[config.mk]
export PLATFORM = sky130hd
export DESIGN_NAME = vpic_top
export DESIGN_NICKNAME = d
export VERILOG_FILES = /design/src/rtl/vpic_pkg.sv /design/src/rtl/vpic_arb.sv /design/src/rtl/vpic_nest.sv /design/src/rtl/vpic_top.sv
export SDC_FILE = /design/constraint.sdc
export NUM_CORES = 1
export LEC_CHECK = 0
export BUFFER_PORTS_ARGS = -buffer_cell sky130_fd_sc_hd__buf_4
export CORE_ASPECT_RATIO = 0.9
export CORE_MARGIN = 2
export CORE_UTILIZATION = 35
export DETAILED_ROUTE_END_ITERATION = 7
export PLACE_DENSITY = 0.54
export SLEW_MARGIN = 20
export SYNTH_ARGS = -nofsm -noshare
export SYNTH_HDL_FRONTEND = slang
export SYNTH_SLANG_ARGS = --single-unit
[constraint.sdc]
create_clock -name clk -period 48.6 [get_ports clk]
set_clock_uncertainty 0.2 [all_clocks]
set_input_delay 2.43 -clock clk [delete_from_list [all_inputs] [get_ports clk]]
set_output_delay 2.43 -clock clk [all_outputs]
set_load 0.03 [all_outputs]
[src/rtl/vpic_pkg.sv]
package vpic_pkg;
  localparam logic [3:0] A_NSIG  = 4'd0;
  localparam logic [3:0] A_NEN   = 4'd1;
  localparam logic [3:0] A_NSTAT = 4'd2;
  localparam logic [3:0] A_FSIG  = 4'd3;
  localparam logic [3:0] A_FEN   = 4'd4;
  localparam logic [3:0] A_FSTAT = 4'd5;
  localparam logic [3:0] A_SWI   = 4'd6;
  localparam logic [3:0] A_CONN  = 4'd7;
  localparam logic [3:0] A_BASE  = 4'd8;
  localparam logic [3:0] A_PRI0  = 4'd9;
  localparam logic [3:0] A_VEC   = 4'd12;
  localparam logic [3:0] A_CLAIM = 4'd13;
  localparam logic [3:0] A_EOS   = 4'd14;
  localparam logic [3:0] A_DEPTH = 4'd15;

  localparam int PROG_IDX  = 1;
  localparam int SWI_N_BIT = 1;
  localparam int SWI_F_BIT = 2;
  localparam int IDX_LSB   = 2;
endpackage

[src/rtl/vpic_arb.sv]
module vpic_arb #(
  parameter int NSRC = 32,
  parameter int PW   = 3,
  localparam int IW  = $clog2(NSRC)
) (
  input  logic              clk,
  input  logic              rst_n,
  input  logic [NSRC-1:0]   req,
  input  logic [NSRC*PW-1:0] pri_flat,
  input  logic              lim_en,
  input  logic [PW-1:0]     lim,
  output logic              hit,
  output logic [IW-1:0]     idx,
  output logic [PW-1:0]     win_pri
);
  // linear scan: strict compare keeps the lower index on ties
  always_comb begin
    logic [PW-1:0] p;
    hit     = 1'b0;
    idx     = '0;
    win_pri = '0;
    for (int i = 0; i < NSRC; i++) begin
      p = pri_flat[i*PW +: PW];
      if (req[i] && (!lim_en || p < lim) && (!hit || p < win_pri)) begin
        hit     = 1'b1;
        idx     = IW'(i);
        win_pri = p;
      end
    end
  end

  // independent search for a candidate that should have won instead
  logic better;
  always_comb begin
    logic [PW-1:0] q;
    better = 1'b0;
    for (int i = 0; i < NSRC; i++) begin
      q = pri_flat[i*PW +: PW];
      if (req[i] && (!lim_en || q < lim) &&
          (!hit || q < win_pri || (q == win_pri && IW'(i) < idx)))
        better = 1'b1;
    end
  end

  a_r6_winner_raised: assert property (@(posedge clk) disable iff (!rst_n)
    hit |-> req[idx]);
  a_r6_none_better: assert property (@(posedge clk) disable iff (!rst_n)
    !better);
  a_r8_strictly_higher: assert property (@(posedge clk) disable iff (!rst_n)
    (hit && lim_en) |-> (win_pri < lim));
endmodule

[src/rtl/vpic_nest.sv]
module vpic_nest #(
  parameter int DEPTH = 8,
  parameter int PW    = 3,
  localparam int DW   = $clog2(DEPTH + 1),
  localparam int AW   = (DEPTH > 1) ? $clog2(DEPTH) : 1
) (
  input  logic          clk,
  input  logic          rst_n,
  input  logic          push,
  input  logic          pop,
  input  logic [PW-1:0] push_val,
  output logic [DW-1:0] depth,
  output logic [PW-1:0] top
);
  logic [PW-1:0] stk [DEPTH];
  logic [DW-1:0] dm1;
  logic          can_push;

  assign can_push = depth < DW'(DEPTH);
  assign dm1      = depth - DW'(1);
  assign top      = (depth == '0) ? '0 : stk[dm1[AW-1:0]];

  always_ff @(posedge clk or negedge rst_n) begin
    if (!rst_n) begin
      depth <= '0;
    end else if (push && can_push) begin
      depth <= depth + DW'(1);
    end else if (!push && pop && depth != '0) begin
      depth <= dm1;
    end
  end

  always_ff @(posedge clk) begin
    if (push && can_push) stk[depth[AW-1:0]] <= push_val;
  end

  a_r8_depth_cap: assert property (@(posedge clk) disable iff (!rst_n)
    depth <= DW'(DEPTH));
  a_r8_push_grows: assert property (@(posedge clk) disable iff (!rst_n)
    (push && depth < DW'(DEPTH)) |=> depth == $past(depth) + DW'(1));
  a_r8_pop_shrinks: assert property (@(posedge clk) disable iff (!rst_n)
    (!push && pop && depth != '0) |=> depth == $past(depth) - DW'(1));
endmodule

[src/rtl/vpic_top.sv]
module vpic_top
  import vpic_pkg::*;
#(
  parameter int NSRC   = 32,
  parameter int PW     = 3,
  parameter int NEST   = 8,
  parameter int BASE_W = 16
) (
  input  logic        clk,
  input  logic        rst_n,
  input  logic [31:0] src_i,
  input  logic        wr_en,
  input  logic [3:0]  addr,
  input  logic [31:0] wdata,
  output logic [31:0] rdata,
  output logic        req_norm_o,
  output logic        req_fast_o,
  output logic [31:0] vec_o
);
  localparam int IW       = $clog2(NSRC);
  localparam int DW       = $clog2(NEST + 1);
  localparam int NPRI     = (NSRC * PW + 31) / 32;
  localparam int BASE_LSB = IDX_LSB + IW;
  localparam int FLAG_BIT = BASE_LSB + BASE_W;

  // ---------------- configuration registers ----------------
  logic [NSRC-1:0]   n_en, f_en;
  logic              swi_n, swi_f;
  logic [1:0]        conn;
  logic [BASE_W-1:0] base;
  logic [31:0]       pri_q [NPRI];
  logic [NPRI*32-1:0] pri_all;

  always_ff @(posedge clk or negedge rst_n) begin
    if (!rst_n) begin
      n_en  <= '0;
      f_en  <= '0;
      swi_n <= 1'b0;
      swi_f <= 1'b0;
      conn  <= '0;
      base  <= '0;
    end else if (wr_en) begin
      case (addr)
        A_NEN:  n_en <= wdata[NSRC-1:0];
        A_FEN:  f_en <= wdata[NSRC-1:0];
        A_SWI: begin
          swi_n <= wdata[SWI_N_BIT];
          swi_f <= wdata[SWI_F_BIT];
        end
        A_CONN: conn <= wdata[1:0];
        A_BASE: base <= wdata[BASE_W-1:0];
        default: ;
      endcase
    end
  end

  for (genvar k = 0; k < NPRI; k++) begin : g_pri
    always_ff @(posedge clk or negedge rst_n) begin
      if (!rst_n) pri_q[k] <= '0;
      else if (wr_en && addr == A_PRI0 + 4'(k)) pri_q[k] <= wdata;
    end
    assign pri_all[k*32 +: 32] = pri_q[k];
  end

  // ---------------- signal and status views ----------------
  logic [NSRC-1:0] n_prog, f_prog, n_sig, f_sig, n_stat, f_stat;

  always_comb begin
    n_prog = '0;
    f_prog = '0;
    n_prog[PROG_IDX] = swi_n;
    f_prog[PROG_IDX] = swi_f;
  end

  assign n_sig  = src_i[NSRC-1:0] | n_prog;
  assign f_sig  = src_i[NSRC-1:0] | f_prog;
  assign n_stat = (src_i[NSRC-1:0] & n_en) | n_prog;
  assign f_stat = (src_i[NSRC-1:0] & f_en) | f_prog;

  // ---------------- arbitration and nesting ----------------
  logic          n_vec, f_vec;
  logic [DW-1:0] n_depth, f_depth;
  logic [PW-1:0] n_top, f_top, n_wpri, f_wpri;
  logic [IW-1:0] n_idx, f_idx;
  logic          n_hit, f_hit;
  logic          n_push, f_push, n_pop, f_pop;

  assign n_vec = conn[0];
  assign f_vec = conn[1];

  vpic_arb #(.NSRC(NSRC), .PW(PW)) u_arb_n (
    .clk, .rst_n, .req(n_stat), .pri_flat(pri_all[NSRC*PW-1:0]),
    .lim_en(n_vec && n_depth != '0), .lim(n_top),
    .hit(n_hit), .idx(n_idx), .win_pri(n_wpri));

  vpic_arb #(.NSRC(NSRC), .PW(PW)) u_arb_f (
    .clk, .rst_n, .req(f_stat), .pri_flat(pri_all[NSRC*PW-1:0]),
    .lim_en(f_vec && f_depth != '0), .lim(f_top),
    .hit(f_hit), .idx(f_idx), .win_pri(f_wpri));

  assign req_fast_o = f_vec ? f_hit : (|f_stat);
  assign req_norm_o = (f_depth == '0) && (n_vec ? n_hit : (|n_stat));

  assign n_push = wr_en && addr == A_CLAIM && wdata[0] && n_vec && req_norm_o;
  assign f_push = wr_en && addr == A_CLAIM && wdata[1] && f_vec && req_fast_o;
  assign n_pop  = wr_en && addr == A_EOS && wdata[0];
  assign f_pop  = wr_en && addr == A_EOS && wdata[1];

  vpic_nest #(.DEPTH(NEST), .PW(PW)) u_nest_n (
    .clk, .rst_n, .push(n_push), .pop(n_pop), .push_val(n_wpri),
    .depth(n_depth), .top(n_top));

  vpic_nest #(.DEPTH(NEST), .PW(PW)) u_nest_f (
    .clk, .rst_n, .push(f_push), .pop(f_pop), .push_val(f_wpri),
    .depth(f_depth), .top(f_top));

  // ---------------- vector word ----------------
  logic use_f;
  assign use_f = f_vec && f_hit;

  always_comb begin
    vec_o = '0;
    vec_o[IDX_LSB +: IW]     = use_f ? f_idx : n_idx;
    vec_o[BASE_LSB +: BASE_W] = base;
    vec_o[FLAG_BIT]          = use_f;
  end

  // ---------------- read mux ----------------
  always_comb begin
    rdata = '0;
    case (addr)
      A_NSIG:  rdata = 32'(n_sig);
      A_NEN:   rdata = 32'(n_en);
      A_NSTAT: rdata = 32'(n_stat);
      A_FSIG:  rdata = 32'(f_sig);
      A_FEN:   rdata = 32'(f_en);
      A_FSTAT: rdata = 32'(f_stat);
      A_SWI:   rdata = (32'(swi_f) << SWI_F_BIT) | (32'(swi_n) << SWI_N_BIT);
      A_CONN:  rdata = 32'(conn);
      A_BASE:  rdata = 32'(base);
      A_VEC:   rdata = vec_o;
      A_DEPTH: rdata = 32'({f_depth, n_depth});
      default: begin
        for (int k = 0; k < NPRI; k++)
          if (addr == A_PRI0 + 4'(k)) rdata = pri_q[k];
      end
    endcase
  end

  a_r9_fast_holds_normal: assert property (@(posedge clk) disable iff (!rst_n)
    (f_depth != '0) |-> !req_norm_o);
  a_r7_flag_means_fast: assert property (@(posedge clk) disable iff (!rst_n)
    vec_o[FLAG_BIT] |-> req_fast_o);
  a_r8_claim_records: assert property (@(posedge clk) disable iff (!rst_n)
    n_push |=> n_top == $past(n_wpri));
  a_r8_fast_claim_records: assert property (@(posedge clk) disable iff (!rst_n)
    f_push |=> f_top == $past(f_wpri));
endmodule

==> flow_summary.ini <==
[floorplanning]
dieArea_mm2 = 0.07421
fp.dieH_um = 258.6
start_util_pct = 35.29
die_x_um = 286.9
coreArea_mm2 = 0.07145
ios = 137
rows = 93

[finish]
design_area_mm2 = 0.02962
area_growth_pct = 17.47
layout_common_cells = 277 x nand2_1, 234 x buf_4, 204 x ha_1
final_common_cell = nand2_1
post-route-util_pct = 41.46
drive_gt1_share_pct = 24.15
final_nets = 3402

[global_routing]
globalRouteMet1Util_pct = 41.23
antenna_found_initial = 5
met2_usage_pct = 43.85
met3_usage_pct = 5.335
grt_pass1_wl_mm = 164.5
track_usage_pct = 28.89
grt_max_degree = 117
grt_remaining_overflow = 0
grt-busiest-layer = met2
grt_pass1_vias = 25070

[worst_setup_path]
endpoint_kind = output pin
cpMostUsedCell = ha_1
cp.required_ps = 45970
critPathKind = flop to output pin
slowest_delay_ps = 510
cp_max_fo = 11
worstRegToRegCells = 235
startpoint_type = flop
crit_slowest_cell = or4_1
cp.arrival_ps = 43690

[logic_synthesis]
synth_top_area_cell = dfrtp_1
synth_top_area_share_pct = 18.66
yosys_warnings = 0
synth-edff-count = 48
ys_top_cells_by_area = dfrtp_1 19%, ha_1 10%, mux2_2 8.8%, edfxtp_1 5.7%, nand2_1 4.3%
synth_top_flop_cell = dfrtp_1
syn_area_mm2 = 0.02522
async_reset_ff_share_pct = 79.66
avgSynthCellArea_um2 = 8.445
ys_ff_latch = 236
synthCells = 2986
ys_types = 129
ys_seq_area_share_pct = 24.37

[place]
portBuffers = 126
place_congestion = 0.9594
dpl_cell_area_mm2 = 0.02718
hpwl_mm = 85.02

[clock_tree]
cts_buffers = 28
clk_pin_slew_worst_paths_ps = 70
insertion_delay_ps = 580
holdBufCountCts = 0
clk_path_buf_depth = 3
ctsRootBufferMaster = clkbuf_16
cts_sinks = 236
htreeDepth = 1
cts_tree = done

[detailed_routing]
wire_per_inst_um = 27.57
via_count = 26670
drt_iter0_markers = 3242
drt-pass1-iter-count = 6
drt-total-wl_mm = 112.9
ant_nets = 0
drc = 0
drt-vias-per-instance = 6.515

[worst_hold_path]
hold_path.class = flop to flop
min_delay_path_depth = 1

[sta]
finalSetupTns_ps = 0
fmax_ghz = 0.02159
min_period_ps = 46320
hold_violations = 0
fin_crit_sh_pct = 95.30
drv_slew = 0
tightestPinTransition_ps = 1231
slew_headroom_pct = 17.62
setup_violations = 0

[run_status]
status = complete, no violations

[flow_run]
maxCapViolations = 0
[routing by layer]
metal  routed length (um)  up-vias
li1                     -    11730
met1                48950    13170
met2                48550     1476
met3                11010      297
met4                 4336        6
met5                   42        -
[final cells by class]
class	instances	area [um2]
multi-input combinational	2487	18990
sequential	236	6152
antenna	1	2.502
timing repair buffer	239	1817
inverter	129	484.2
clock inverter	15	188.9
tap	950	1189
clock buffer	37	794.5
fill	7130	41820
[worst max-delay path, delay by kind of cell (launching register included)]
| family | cells | cell delay (ps) |
|---|---|---|
| AO/OA/AOI/OAI | 86 | 15700 |
| adder cells (fa/ha/maj) | 33 | 8110 |
| buffers and inverters | 26 | 2200 |
| flip-flops | 1 | 440 |
| multiplexers | 18 | 4680 |
| AND/OR/NAND/NOR | 75 | 11890 |
[through the flow]
stage	worst slack, ps	instances	hold slack (ps)
2_1_floorplan	4485	2995	302.4
3_3_place_gp	-1631	3974	322.4
3_5_place_dp	-1984	3974	344.4
4_1_cts	5.080	4032	359.2
5_1_grt	-516.5	4093	373.9
6_report	2282	4094	363.3
[Yosys cell counts (17+ instances only)]
master and n:
a211oi_1 34, a21o_1 75, a21oi_1 211, a221oi_1 17, a22oi_1 97, a31oi_1 38, and2_1 44, and3_1 19
buf_1 21, clkbuf_1 94, dfrtp_1 188, edfxtp_1 48, ha_1 210, inv_1 127, mux2_2 196, mux2i_1 38
nand2_1 290, nand2b_1 115, nand3_1 68, nand4_1 23, nor2_1 174, nor3_1 50, nor4_1 19, o211ai_1 81
o21a_1 30, o21ai_0 164, o21ai_1 21, o31ai_1 24, or2_2 31, or3_1 21
[timing repair]
| action | CTS | global route |
|---|---|---|
| gates cloned | 0 | 0 |
| endpoints found under the setup margin | 18 | 58 |
| pin swaps | 4 | 50 |
| buffers inserted | 6 | 61 |
| gates resized for setup | 33 | 175 |
[logic make-up after synthesis]
| kind of cell | after synthesis | synth area share [%] |
|---|---|---|
| flip-flops | 236 | 24.37 |
| AND/OR/NAND/NOR | 926 | 18.25 |
| buffers and inverters | 272 | 4.391 |
| XOR/XNOR | 8 | 0.2779 |
| other | 1 | 0.01487 |
| AO/OA/AOI/OAI | 1076 | 30.52 |
| adder cells (fa/ha/maj) | 219 | 10.78 |
| multiplexers | 248 | 11.39 |
[final timing paths]
kind                            slack, ps              start            endpoint
worst max-delay path                 2280  u_nest_n.depth[1]            rdata[4]
worst min-delay path                  360            n_en[6]             n_en[6]
min in group asynchronous            1700              rst_n          pri_all[6]
worst max register to register       5050  u_nest_n.depth[1]  u_nest_n.stk[7][2]
worst min register to register        360            n_en[6]             n_en[6]
max in group asynchronous           44730              rst_n            n_en[29]
[registers in the layout, summed over array words and instances, names as in the netlist]
register        cells
u_nest_f.stk       24
u_nest_n.depth      4
swi_f               1
n_en               32
conn                2
u_nest_n.stk       24
f_en               32
base               16
u_nest_f.depth      4
swi_n               1
pri_all            96
Power is left out: the tool's default activity adds up to more than one toggle a clock period on the data nets, which glitch-free logic cannot reach.
